## src/rtl/sp_pkg.sv

```systemverilog
package sp_pkg;
  localparam logic [3:0] A_CTRL   = 4'd8;
  localparam logic [3:0] A_INTCLK = 4'd9;
  localparam logic [3:0] A_CNT1   = 4'd13;
  localparam logic [3:0] A_CNT2   = 4'd14;
  localparam logic [3:0] A_CWORD  = 4'd15;

  localparam int B_CLR   = 3;
  localparam int B_INTEN = 7;
  localparam int B_CLKEN = 1;
  localparam int B_SRC   = 0;

  typedef enum logic [1:0] {
    ACC_LATCH = 2'b00,
    ACC_LO    = 2'b01,
    ACC_HI    = 2'b10,
    ACC_BOTH  = 2'b11
  } acc_e;

  typedef struct packed {
    logic [1:0] sel;
    acc_e       acc;
    logic [2:0] mode;
    logic       bcd;
  } cword_t;

  // Only binary square-wave words with a real access mode are accepted.
  function automatic logic cword_ok(input cword_t c);
    return (c.acc != ACC_LATCH) && !c.bcd &&
           ((c.mode == 3'b011) || (c.mode == 3'b111));
  endfunction
endpackage

```

## src/rtl/sp_stage.sv

```systemverilog
module sp_stage
  import sp_pkg::*;
#(
  parameter int W = 8
) (
  input  logic       clk,
  input  logic       rst_n,
  input  logic       ctl_wr,
  input  acc_e       ctl_acc,
  input  logic       cnt_wr,
  input  logic [7:0] wdata,
  input  logic       tick,
  output logic       term
);
  localparam int CW = W + 1;
  localparam logic [CW-1:0] ONE = CW'(1);

  // Effective period: a zero count stands for 2^W.
  function automatic logic [CW-1:0] to_count(input logic [7:0] lo, input logic [7:0] hi);
    logic [W-1:0] raw;
    raw = W'({hi, lo});
    if (raw == '0) return {1'b1, {W{1'b0}}};
    return {1'b0, raw};
  endfunction

  acc_e          acc_q;
  logic          hi_next;
  logic [7:0]    lo_q;
  logic [CW-1:0] cnt_q;
  logic          loaded;
  logic          running;
  logic [CW-1:0] val;

  logic          complete;
  logic [CW-1:0] new_cnt;

  always_comb begin
    complete = 1'b0;
    new_cnt  = '0;
    unique case (acc_q)
      ACC_LO:   begin complete = 1'b1;    new_cnt = to_count(wdata, 8'h00); end
      ACC_HI:   begin complete = 1'b1;    new_cnt = to_count(8'h00, wdata); end
      ACC_BOTH: begin complete = hi_next; new_cnt = to_count(lo_q, wdata);  end
      default:  begin complete = 1'b0;    new_cnt = '0;                     end
    endcase
  end

  assign term = tick && running && (val == ONE);

  always_ff @(posedge clk) begin
    if (!rst_n) begin
      acc_q   <= ACC_LATCH;
      hi_next <= 1'b0;
      lo_q    <= '0;
      cnt_q   <= '0;
      loaded  <= 1'b0;
      running <= 1'b0;
      val     <= '0;
    end else if (ctl_wr) begin
      acc_q   <= ctl_acc;
      hi_next <= 1'b0;
      loaded  <= 1'b0;
      running <= 1'b0;
    end else begin
      if (cnt_wr) begin
        if (acc_q == ACC_BOTH && !hi_next) begin
          lo_q    <= wdata;
          hi_next <= 1'b1;
        end else if (complete) begin
          hi_next <= 1'b0;
          cnt_q   <= new_cnt;
          loaded  <= 1'b1;
        end
      end
      if (tick) begin
        if (running) begin
          if (val == ONE) val <= cnt_q;
          else            val <= val - ONE;
        end else if (loaded) begin
          running <= 1'b1;
          val     <= cnt_q;
        end
      end
    end
  end

  // a terminal event reloads the latched count
  a_r4_reload_on_term: assert property (@(posedge clk) disable iff (!rst_n)
    (term && !ctl_wr) |=> (val == $past(cnt_q)));
  // a control word silences the stage
  a_r12_stop_on_ctl: assert property (@(posedge clk) disable iff (!rst_n)
    ctl_wr |=> !term);
endmodule

```

## src/rtl/sp_irq.sv

```systemverilog
module sp_irq (
  input  logic clk,
  input  logic rst_n,
  input  logic set_evt,
  input  logic clr_evt,
  output logic pend
);
  always_ff @(posedge clk) begin
    if (!rst_n)       pend <= 1'b0;
    else if (set_evt) pend <= 1'b1;
    else if (clr_evt) pend <= 1'b0;
  end

  // set and hold
  a_r8_irq_sets: assert property (@(posedge clk) disable iff (!rst_n)
    set_evt |=> pend);
  a_r8_irq_holds: assert property (@(posedge clk) disable iff (!rst_n)
    (pend && !clr_evt) |=> pend);
  // clear unless a new event arrives
  a_r9_irq_clears: assert property (@(posedge clk) disable iff (!rst_n)
    (clr_evt && !set_evt) |=> !pend);
endmodule

```

## src/rtl/scan_pacer.sv

```systemverilog
module scan_pacer
  import sp_pkg::*;
#(
  parameter int P1_W = 8,
  parameter int P2_W = 16
) (
  input  logic       clk,
  input  logic       rst_n,
  input  logic       tb_tick,
  input  logic       ext_clk,
  input  logic       scan_done,
  input  logic       wr_en,
  input  logic [3:0] addr,
  input  logic [7:0] wdata,
  output logic [7:0] rdata,
  output logic       scan_start,
  output logic       irq
);
  logic [1:0] page_q;
  logic       int_en_q, clk_en_q, src_q, ext_q, scan_q;

  logic ctr_open, wr_ctrl, clr_evt, set_evt;
  logic cw_valid, ctl1, ctl2, cnt1, cnt2;
  logic term1, term2, ext_rise, src_evt, pend;
  acc_e cw_acc;

  assign ctr_open = (page_q == 2'd0);
  assign wr_ctrl  = wr_en && (addr == A_CTRL);
  assign clr_evt  = wr_ctrl && wdata[B_CLR];
  assign set_evt  = scan_done && int_en_q;

  assign cw_valid = wr_en && ctr_open && (addr == A_CWORD) && cword_ok(cword_t'(wdata));
  assign cw_acc   = acc_e'(wdata[5:4]);
  assign ctl1     = cw_valid && (wdata[7:6] == 2'b01);
  assign ctl2     = cw_valid && (wdata[7:6] == 2'b10);
  assign cnt1     = wr_en && ctr_open && (addr == A_CNT1);
  assign cnt2     = wr_en && ctr_open && (addr == A_CNT2);

  sp_stage #(.W(P1_W)) u_div1 (
    .clk(clk), .rst_n(rst_n), .ctl_wr(ctl1), .ctl_acc(cw_acc),
    .cnt_wr(cnt1), .wdata(wdata), .tick(tb_tick), .term(term1)
  );

  sp_stage #(.W(P2_W)) u_div2 (
    .clk(clk), .rst_n(rst_n), .ctl_wr(ctl2), .ctl_acc(cw_acc),
    .cnt_wr(cnt2), .wdata(wdata), .tick(term1), .term(term2)
  );

  sp_irq u_irq (
    .clk(clk), .rst_n(rst_n), .set_evt(set_evt), .clr_evt(clr_evt), .pend(pend)
  );

  assign ext_rise = ext_clk && !ext_q;
  assign src_evt  = src_q ? term2 : ext_rise;

  always_ff @(posedge clk) begin
    if (!rst_n) begin
      page_q   <= '0;
      int_en_q <= 1'b0;
      clk_en_q <= 1'b0;
      src_q    <= 1'b0;
      ext_q    <= 1'b0;
      scan_q   <= 1'b0;
    end else begin
      ext_q  <= ext_clk;
      scan_q <= clk_en_q && src_evt;
      if (wr_ctrl) page_q <= wdata[1:0];
      if (wr_en && addr == A_INTCLK) begin
        int_en_q <= wdata[B_INTEN];
        clk_en_q <= wdata[B_CLKEN];
        src_q    <= wdata[B_SRC];
      end
    end
  end

  always_comb begin
    unique case (addr)
      A_CTRL:   rdata = {6'b0, page_q};
      A_INTCLK: rdata = {pend, 5'b0, clk_en_q, src_q};
      default:  rdata = 8'h00;
    endcase
  end

  assign scan_start = scan_q;
  assign irq        = pend;

  // pacing disabled means no pulse
  a_r7_no_scan_when_off: assert property (@(posedge clk) disable iff (!rst_n)
    !clk_en_q |=> !scan_start);
  // a held external clock gives no second pulse
  a_r6_ext_edge_only: assert property (@(posedge clk) disable iff (!rst_n)
    (!src_q && ext_q && ext_clk) |=> !scan_start);
  // a counter terminal event with pacing on fires one pulse
  a_r6_counter_fires: assert property (@(posedge clk) disable iff (!rst_n)
    (src_q && clk_en_q && term2) |=> scan_start);
endmodule

```

## config.mk

```make
export PLATFORM = sky130hd
export DESIGN_NAME = scan_pacer
export DESIGN_NICKNAME = d
export VERILOG_FILES = /design/src/rtl/sp_pkg.sv /design/src/rtl/sp_stage.sv /design/src/rtl/sp_irq.sv /design/src/rtl/scan_pacer.sv
export SDC_FILE = /design/constraint.sdc
export NUM_CORES = 1
export LEC_CHECK = 0
export BUFFER_PORTS_ARGS = -buffer_cell sky130_fd_sc_hd__buf_2
export CELL_PAD_IN_SITES_DETAIL_PLACEMENT = 0
export CELL_PAD_IN_SITES_GLOBAL_PLACEMENT = 1
export CORE_UTILIZATION = 48
export CTS_BUF_LIST = sky130_fd_sc_hd__clkbuf_16
export CTS_CLUSTER_SIZE = 28
export DETAILED_ROUTE_END_ITERATION = 16
export GPL_ROUTABILITY_DRIVEN = 1
export PLACE_DENSITY = 0.82
export SLEW_MARGIN = 20
export SYNTH_ARGS = -nofsm -noshare
export SYNTH_HDL_FRONTEND = slang
export SYNTH_HIERARCHICAL = 1
export SYNTH_SLANG_ARGS = --single-unit
```

## constraint.sdc

```tcl
create_clock -name clk -period 4 [get_ports clk]
set_input_delay 0 -clock clk [delete_from_list [all_inputs] [get_ports clk]]
set_output_delay 0 -clock clk [all_outputs]
set_load 0.005 [all_outputs]
```

==> impl_metrics.py, run 1 <==
metrics = {
    "place": {
        "dp.cells": 633,
        "place_worst_setup_slack_ns": 0.962,
        "place.gp.congestion": 0.858,
        "dp_hpwl_mm": 7.71,
        "port_buffers": 22,
        "post_dp_cell_area_mm2": 0.00468,
    },
    "floorplan": {
        "die_w_um": 99.4,
        "rows": 35,
        "io_pins": 28,
        "coreArea_mm2": 0.00920,
        "start_util_pct": 49.5,
        "die_h_um": 99.4,
        "die_area_mm2": 0.00988,
    },
    "sta": {
        "slew_viol_final": 0,
        "holdWs_ns": 0.0327,
        "hold_viol": 0,
        "slew_headroom_pct": 32.2,
        "worstMarginPinSlew_ns": 1.01,
        "setup_viol": 0,
        "fin_crit_sh_pct": 76.7,
        "setup_tns_ns": 0,
        "min_period_ns": 3.07,
        "setup_slack_ns": 0.932,
        "max_freq_mhz": 326,
        "fin_skew_ns": 0.00919,
        "rsz0062_at_grt": "no",
    },
    "pwr": {
        "p_seq_share_pct": 49.0,
        "power_mw": 1.75,
        "power.share.switching_pct": 24.7,
        "p_leak_nw": 1.79,
        "intPower_mw": 1.32,
        "powerDensity_mw_per_mm2": 349,
        "clkPwrFrac_pct": 47.7,
        "p_switching_mw": 0.433,
        "combPwrFrac_pct": 3.4,
        "vdd_ir_drop_max_mv": 0.282,
    },
    "drt": {
        "dr.pass1.iters": 5,
        "ant_nets": 0,
        "drtIter0Drc": 198,
        "drc": 0,
        "wl_per_cell_um": 17.1,
        "vias_per_cell": 6.08,
        "vias": 3970,
        "wirelength_mm": 11.2,
    },
    "cts": {
        "clk_pin_slew_ns": 0.07,
        "h-tree-depth": 3,
        "cts_tree": "built",
        "clkLatencyLatePin_ns": 0.34,
        "root_buffer": "clkbuf_16",
        "post_cts_buffers": 0,
        "cts_resized": 0,
        "clock_path_buffers": 2,
        "cts_buffers": 9,
        "cts_sinks": 86,
    },
    "worst_setup_path": {
        "path_common_cell": "nor2_1",
        "slowest_delay_ns": 0.79,
        "crit_path_max_fanout": 16,
        "critPathRequiredTime_ns": 4.26,
        "cp-start-kind": "register",
        "crit_type": "reg2reg",
        "critPathSlowestCell": "nor2_1",
        "cp_cell_sequence": "ha_1 -> or4b_4 -> nor2_1 -> and3_1 -> nand2b_1 -> nor2_1 -> nand2_1 -> o21ai_0",
        "crit_arrival_ns": 3.33,
        "critPathCaptureType": "register",
    },
    "hold_path": {
        "hold_class": "in2reg",
    },
    "global_route": {
        "track_usage_pct": 23.5,
        "grt_max_degree": 34,
        "grt_pass1_wl_mm": 18.3,
        "globalRoute.totalOverflow": 0,
        "grt_pass1_vias": 3657,
        "antenna_found_initial": 0,
    },
    "yosys": {
        "syn-cell-area_mm2": 0.00456,
        "synth.top_cell.area_share_pct": 37.8,
        "seq_area_frac_synth_pct": 37.8,
        "synth_cell_type_count": 75,
        "ys_top_cells_by_area": "dfxtp_1, mux2i_1, nor2_1",
        "synth-edff-count": 0,
        "synth_top_area_cell": "dfxtp_1",
        "synth_ff_type": "dfxtp_1",
        "synth-seq-cells": 86,
        "async_flop_share_pct": 0,
        "synthCells": 524,
        "avgSynthCellArea_um2": 8.69,
        "synth_common_cells": "dfxtp_1, nor2_1, mux2i_1, nand2_1, o21ai_0",
        "synth_warnings": 6,
        "yosysMostFrequentCell": "dfxtp_1",
    },
    "final_layout": {
        "diodes": 0,
        "finalInstanceArea_mm2": 0.00501,
        "final_util_pct": 54.5,
        "area_growth_syn_to_layout_pct": 10.0,
        "fin_cells": 653,
        "finalNetCount": 568,
        "drive_above_1_share_pct": 12.7,
    },
    "run_status": {
        "status": "complete, no violations",
    },
    "flow_run": {
        "maxCapViolations": 0,
    },
}
[kinds of logic after synthesis]
group / count (synthesis) / synth area share (%)
simple gates: 208 / 25.1
mux: 42 / 9.23
flops: 86 / 37.8
compound gates: 122 / 18.6
other cells: 1 / 0.0823
fa+ha+maj: 13 / 3.57
buf+inv: 52 / 5.60
[cell usage in the layout, fill, tap and decap left out, drive strengths merged, types with 5 or more instances in the layout]
master,netlist,routed
a211oi,9,9
a21oi,17,17
a22o,8,8
a22oi,16,16
a31oi,7,7
buf,15,28
clkbuf,19,9
conb,1,5
dfxtp,86,86
ha,13,13
inv,17,23
mux2i,42,42
nand2,37,37
nand2b,8,8
nand3,9,9
nor2,67,67
nor3,19,19
nor4,14,14
nor4b,6,6
o21ai,26,26
o22ai,7,7
or3,8,8
or4,8,8
[power groups by stage]
| stage | sequential [mW] | combinational (mW) | clock (mW) |
|---|---|---|---|
| floorplan | 0.877 | 0.0287 | 0 |
| global placement | 0.877 | 0.0556 | 0 |
| detailed placement | 0.877 | 0.0556 | 0 |
| CTS | 0.857 | 0.0586 | 0.853 |
| global route | 0.857 | 0.0646 | 0.888 |
| finish | 0.857 | 0.0588 | 0.834 |
[cell type report]
class                           count  area (um^2)
Fill cell                         883         4190
Multi-Input combinational cell    390         2590
Sequential cell                    86         1720
Clock buffer                        9          225
Timing Repair Buffer               32          195
Tap cell                          111          139
Clock inverter                      7         68.8
Inverter                           18         67.6
[timing repair]
| item | in CTS | in global routing |
|---|---|---|
| hold buffers | 4 | 0 |
| endpoints found under the hold margin | 4 | 0 |
| endpoints found under the setup margin | 0 | 0 |
[metal layers]
layer	global-route usage [%]	vias to the layer above	wire length [um]
met4	7.69	0	161
met1	31.8	1881	5410
li1	-	1959	-
met5	0	-	0
met3	3.58	15	479
met2	38.5	115	5130
[final timing paths]
check             slack (ns)                             to  cells past startpoint                         from
setup reg to reg        0.93    u_div2/val[14]$_SDFFE_PN0P_                      8   u_div1/val[0]$_SDFFE_PN0P_
hold reg to reg         0.47    u_div2/val[13]$_SDFFE_PN0P_                      2  u_div2/val[13]$_SDFFE_PN0P_
hold / removal          0.03  u_div2/cnt_q[14]$_SDFFE_PN0P_                      2                     wdata[6]
setup / recovery        0.93    u_div2/val[14]$_SDFFE_PN0P_                      8   u_div1/val[0]$_SDFFE_PN0P_
[flip-flops by register name, summed over array words and instances (netlist names), 2 cells and up]
| name | cells |
|---|---|
| u_div1/acc_q | 2 |
| u_div1/val | 9 |
| u_div1/cnt_q | 9 |
| u_div2/lo_q | 8 |
| u_div2/cnt_q | 17 |
| u_div2/val | 17 |
| u_div1/lo_q | 8 |
| u_div2/acc_q | 2 |
| page_q | 2 |
[critical path: cells and delay by family, from the launching register on]
kind / cells / cell delay, ns
simple gates: 6 / 2.09
flops: 1 / 0.43
fa+ha+maj: 1 / 0.24
compound gates: 1 / 0.24
(Power assumes the default switching activity.)
==> run 2: changes to the inputs <==
- CORE_UTILIZATION: 48 -> 42
- PLACE_DENSITY: 0.82 -> 0.76
- clock period: 4 -> 2.55 ns (I/O delays scaled with it)
==> impl_metrics.py, run 2 (synthesis results as in run 1) <==
metrics = {
    "floorplan": {
        "start_util_pct": 43.7,
        "die_w_um": 106,
        "coreArea_mm2": 0.0104,
        "die_h_um": 106,
        "rows": 37,
        "io_pins": 28,
        "die_area_mm2": 0.0113,
    },
    "run_status": {
        "status": "complete, no violations",
    },
    "drt": {
        "wl_per_cell_um": 16.6,
        "drc": 0,
        "drtIter0Drc": 260,
        "vias_per_cell": 5.80,
        "wirelength_mm": 11.8,
        "dr.pass1.iters": 5,
        "ant_nets": 0,
        "vias": 4109,
    },
    "pwr": {
        "intPower_mw": 2.24,
        "power.share.switching_pct": 22.0,
        "powerDensity_mw_per_mm2": 536,
        "clkPwrFrac_pct": 49.6,
        "p_leak_nw": 1.95,
        "combPwrFrac_pct": 3.5,
        "p_switching_mw": 0.632,
        "p_seq_share_pct": 46.9,
        "vdd_ir_drop_max_mv": 0.367,
    },
    "sta": {
        "slew_headroom_pct": 42.1,
        "hold_viol": 0,
        "fin_skew_ns": 0.00612,
        "slew_viol_final": 0,
        "setup_viol": 0,
        "worstMarginPinSlew_ns": 0.864,
        "setup_tns_ns": 0,
        "min_period_ns": 2.49,
        "fin_crit_sh_pct": 97.7,
        "max_freq_mhz": 402,
    },
    "worst_setup_path": {
        "critPathCaptureType": "register",
        "cp-start-kind": "register",
        "critPathRequiredTime_ns": 2.82,
        "crit_type": "reg2reg",
        "crit_arrival_ns": 2.76,
        "crit_path_max_fanout": 5,
    },
    "global_route": {
        "grt_pass1_wl_mm": 19.4,
        "grt_max_degree": 24,
        "track_usage_pct": 22.1,
        "antenna_found_initial": 0,
        "globalRoute.totalOverflow": 0,
        "grt_pass1_vias": 3784,
    },
    "cts": {
        "root_buffer": "clkbuf_16",
        "cts_tree": "built",
        "clock_path_buffers": 2,
        "cts_buffers": 9,
        "cts_sinks": 86,
        "h-tree-depth": 3,
        "clkLatencyLatePin_ns": 0.34,
        "clk_pin_slew_ns": 0.07,
    },
    "place": {
        "place.gp.congestion": 0.846,
        "port_buffers": 22,
        "dp_hpwl_mm": 8.28,
    },
    "flow_run": {
        "maxCapViolations": 0,
    },
    "final_layout": {
        "fillers": 991,
        "reg_top3": "u_div2/cnt_q x17, u_div2/val x17",
        "drive_above_1_share_pct": 19.8,
        "finalNetCount": 598,
        "layout_common_cells": "dfxtp_1, nor2_1, mux2i_1",
        "final_common_cell": "dfxtp_1",
        "diodes": 0,
        "area_growth_syn_to_layout_pct": 17.7,
        "final_util_pct": 51.5,
    },
    "hold_path": {
        "hold_class": "in2reg",
    },
}
## run 2: cell types whose count changed in the layout (fill, tap and decap cells not counted), sizes merged
cell and delta:
buf +30, dlygate4sd3 -1, inv -5, or2 +1, clkinv +1, clkinvlp +2
bufinv +2
## run 2: final timing paths
path                                                 start                          to  slack, ns  cells past startpoint
worst max-delay path            u_div1/val[1]$_SDFFE_PN0P_  u_div2/val[5]$_SDFFE_PN0P_       0.06                     10
worst min register to register       int_en_q$_SDFFE_PN0P_       int_en_q$_SDFFE_PN0P_       0.46                      2
worst max register to register  u_div1/val[1]$_SDFFE_PN0P_  u_div2/val[5]$_SDFFE_PN0P_       0.06                     10
worst min-delay path                              wdata[7]       int_en_q$_SDFFE_PN0P_       0.02                      3
## run 2: worst max-delay path: stages (launching register included)
cell,delay [ns]
dfxtp_2,0.32
inv_2,0.06
ha_4,0.12
or4b_4,0.48
nor2_4,0.11
and3_4,0.20
nand2b_4,0.05
buf_4,0.14
or2_4,0.26
or4_1,0.51
a31oi_1,0.15
## run 2: area by class of cell
cell class              count  area, um^2  share of cell area, %
flip-flops and latches     86        1720                   32.2
well taps                 136         170                   3.17
clock inverters             7        97.6                   1.82
repair buffers             61         410                   7.66
clock buffers               9         225                   4.20
multi-input cells         391        2670                   49.7
inverters                  18        67.6                   1.26
## run 2: power by group through the flow
stage	Combinational (mW)	Clock, mW	Sequential, mW
3_5_place_dp	0.0954	0	1.38
5_1_grt	0.109	1.51	1.35
2_1_floorplan	0.0450	0	1.38
4_1_cts	0.0990	1.45	1.35
3_3_place_gp	0.0942	0	1.38
6_report	0.100	1.43	1.35
## run 2: metal layers
metal	share of wire, %	up-vias	routed length, um	GRT usage [%]
li1	-	2014	-	-
met1	48	1954	5680	30.5
met2	44	120	5190	33.7
met3	5.0	21	592	3.07
met4	2.5	0	293	10.6
met5	0	-	0	0
## run 2: metrics by stage
stage	setup slack, ns	hold slack, ns	area (um^2)	std cells	power, mW
2_1_floorplan	0.00867	0.117	4610	528	1.42
3_3_place_gp	-0.0262	0.216	4960	687	1.47
3_5_place_dp	-0.0661	0.219	4960	687	1.47
4_1_cts	0.00772	0.0123	5310	706	2.90
5_1_grt	-0.0647	0.0379	5360	708	2.96
6_report	0.0598	0.0227	5360	708	2.87
## run 2: repair_timing
| action | CTS | global route |
|---|---|---|
| hold buffers | 3 | 0 |
| buffers inserted | 0 | 1 |
| pin swaps | 0 | 3 |
| endpoints found under the setup margin | 4 | 16 |
| endpoints found under the hold margin | 3 | 0 |
| cloned | 0 | 1 |
| gates resized for setup | 2 | 7 |
==> run 3: changes to the inputs <==
- CELL_PAD_IN_SITES_DETAIL_PLACEMENT: 0 -> 1
- CELL_PAD_IN_SITES_GLOBAL_PLACEMENT: 1 -> 2
- CORE_UTILIZATION: 42 -> 34
==> impl_metrics.py, run 3 (synthesis results as in run 1) <==
metrics = {
    "pwr": {
        "p_leak_nw": 1.91,
        "combPwrFrac_pct": 3.6,
        "p_switching_mw": 0.615,
        "clkPwrFrac_pct": 47.1,
        "vdd_ir_drop_max_mv": 0.555,
        "intPower_mw": 2.12,
        "power_mw": 2.73,
        "power.share.switching_pct": 22.5,
        "p_seq_share_pct": 49.2,
        "powerDensity_mw_per_mm2": 516,
    },
    "floorplan": {
        "die_area_mm2": 0.0139,
        "rows": 41,
        "die_h_um": 118,
        "die_w_um": 118,
        "io_pins": 28,
        "start_util_pct": 35.5,
        "coreArea_mm2": 0.0128,
    },
    "worst_setup_path": {
        "crit_path_max_fanout": 7,
        "r2r-start": "u_div1/val[1]$_SDFFE_PN0P_",
        "critPathRequiredTime_ns": 2.82,
        "critPathSlowestCell": "or4_1",
        "crit_type": "reg2reg",
        "cp_num_buf_inv": 1,
        "r2r_slack_ns": 0.15,
        "crit_arrival_ns": 2.67,
        "rr_worst_depth": 9,
        "critPathCaptureType": "register",
        "reg2reg_to": "u_div2/val[5]$_SDFFE_PN0P_",
        "slowest_delay_ns": 0.50,
        "cpLargestDelayFamily": "simple AND/OR/NAND/NOR gates",
        "cp_cell_sequence": "inv_2 -> ha_4 -> or4b_4 -> nor2_4 -> and3_4 -> nand2b_4 -> or2_4 -> or4_1 -> a31oi_1",
        "cp-start-kind": "register",
    },
    "cts": {
        "clk_pin_slew_ns": 0.07,
        "cts_buffers": 9,
        "clkLatencyLatePin_ns": 0.35,
        "h-tree-depth": 3,
        "cts_sinks": 86,
        "clock_path_buffers": 2,
        "cts_tree": "built",
        "root_buffer": "clkbuf_16",
    },
    "drt": {
        "dr.pass1.iters": 4,
        "wl_per_cell_um": 17.8,
        "vias": 4100,
        "vias_per_cell": 5.57,
        "wirelength_mm": 13.1,
        "drc": 0,
        "ant_nets": 0,
        "drtIter0Drc": 215,
    },
    "final_layout": {
        "diodes": 0,
        "final_common_cell": "dfxtp_1",
        "drive_above_1_share_pct": 17.4,
        "fillers": 1567,
        "finalNetCount": 591,
        "layout_common_cells": "dfxtp_1, nor2_1, mux2i_1",
        "fin_cells": 736,
        "reg_top3": "u_div2/cnt_q x17, u_div2/val x17",
        "area_growth_syn_to_layout_pct": 16.3,
    },
    "sta": {
        "fin_skew_ns": 0.0114,
        "slew_viol_final": 0,
        "slew_headroom_pct": 39.7,
        "worstMarginPinSlew_ns": 0.900,
        "min_period_ns": 2.40,
        "setup_tns_ns": 0,
        "hold_viol": 0,
        "max_freq_mhz": 417,
        "setup_viol": 0,
        "fin_crit_sh_pct": 94.1,
        "rsz0062_at_grt": "no",
    },
    "global_route": {
        "grt_pass1_vias": 4131,
        "track_usage_pct": 19.7,
        "grt_max_degree": 33,
        "antenna_found_initial": 0,
        "grt_pass1_wl_mm": 21.9,
        "globalRoute.totalOverflow": 0,
    },
    "hold_path": {
        "whs_path_depth": 3,
        "hold-path-endpoint": "int_en_q$_SDFFE_PN0P_",
        "worstHoldStart": "wdata[7]",
        "hold_class": "in2reg",
    },
    "place": {
        "place.gp.congestion": 0.817,
        "dp.cells": 717,
        "port_buffers": 22,
        "dp_hpwl_mm": 9.49,
    },
    "run_status": {
        "status": "complete, no violations",
    },
    "flow_run": {
        "maxCapViolations": 0,
    },
}
[run 3: worst register-to-register path, cell delays in order (launching register included)]
cell and delay (ns):
dfxtp_2 0.32, inv_2 0.07, ha_4 0.14, or4b_4 0.48, nor2_4 0.11, and3_4 0.22
nand2b_4 0.07, or2_4 0.28, or4_1 0.50, a31oi_1 0.14
[run 3: layer usage]
metal	track usage, %	vias up	routed length (um)	share of wire, %
met5	0	-	0	0
met4	5.85	0	159	1.2
met3	3.73	9	458	3.5
met2	31.5	85	5960	46
met1	26.9	2000	6500	50
li1	-	2006	-	-
[run 3: what timing repair did]
| action | 4_1_cts | 5_1_grt |
|---|---|---|
| gates resized for setup | 2 | 4 |
| setup endpoints to repair | 17 | 4 |
| gates cloned | 0 | 0 |
| pin swaps | 0 | 4 |
| endpoints found under the hold margin | 3 | 0 |
| setup buffers | 0 | 1 |
| hold buffers | 3 | 0 |
[run 3: cell type report]
class                   count  area, um^2  share of cell area (%)
clock buffers               9         225                    4.25
clock inverters             6        53.8                    1.02
inverters                  18        67.6                    1.28
multi-input cells         390        2650                    50.0
flip-flops and latches     86        1720                    32.5
well taps                 172         215                    4.06
repair buffers             55         365                    6.90
[run 3: worst max-delay path by stage]
stage                                          start                            end  slack (ns)  cells past startpoint
after floorplan           u_div1/val[0]$_SDFFE_PN0P_     u_div2/val[5]$_SDFFE_PN0P_       0.009                      9
after global placement        page_q[1]$_SDFFE_PN0P_  u_div2/cnt_q[11]$_SDFFE_PN0P_        0.07                      7
after CTS                 u_div1/val[1]$_SDFFE_PN0P_     u_div2/val[5]$_SDFFE_PN0P_        0.07                      9
after global routing          page_q[1]$_SDFFE_PN0P_     u_div2/val[7]$_SDFFE_PN0P_       0.006                     10
final                     u_div1/val[1]$_SDFFE_PN0P_     u_div2/val[5]$_SDFFE_PN0P_        0.15                      9
after detailed placement      page_q[1]$_SDFFE_PN0P_  u_div2/cnt_q[15]$_SDFFE_PN0P_       -0.08                      7
[run 3: power by group through the flow]
stage / Combinational (mW) / Clock [mW] / Sequential (mW)
2_1_floorplan: 0.0450 / 0 / 1.38
3_3_place_gp: 0.0942 / 0 / 1.38
3_5_place_dp: 0.0956 / 0 / 1.38
4_1_cts: 0.0998 / 1.32 / 1.35
5_1_grt: 0.109 / 1.39 / 1.35
6_report: 0.0996 / 1.29 / 1.35
[run 3: per-stage QoR]
stage,area [um^2],hold WS [ns],utilization (%),worst slack (ns)
6_report,5300,0.0421,41.3,0.151
5_1_grt,5300,0.0524,41.3,0.00621
4_1_cts,5270,0.0353,41.1,0.0718
3_5_place_dp,4960,0.228,38.6,-0.0828
3_3_place_gp,4960,0.227,38.6,0.0691
2_1_floorplan,4610,0.117,-,0.00867
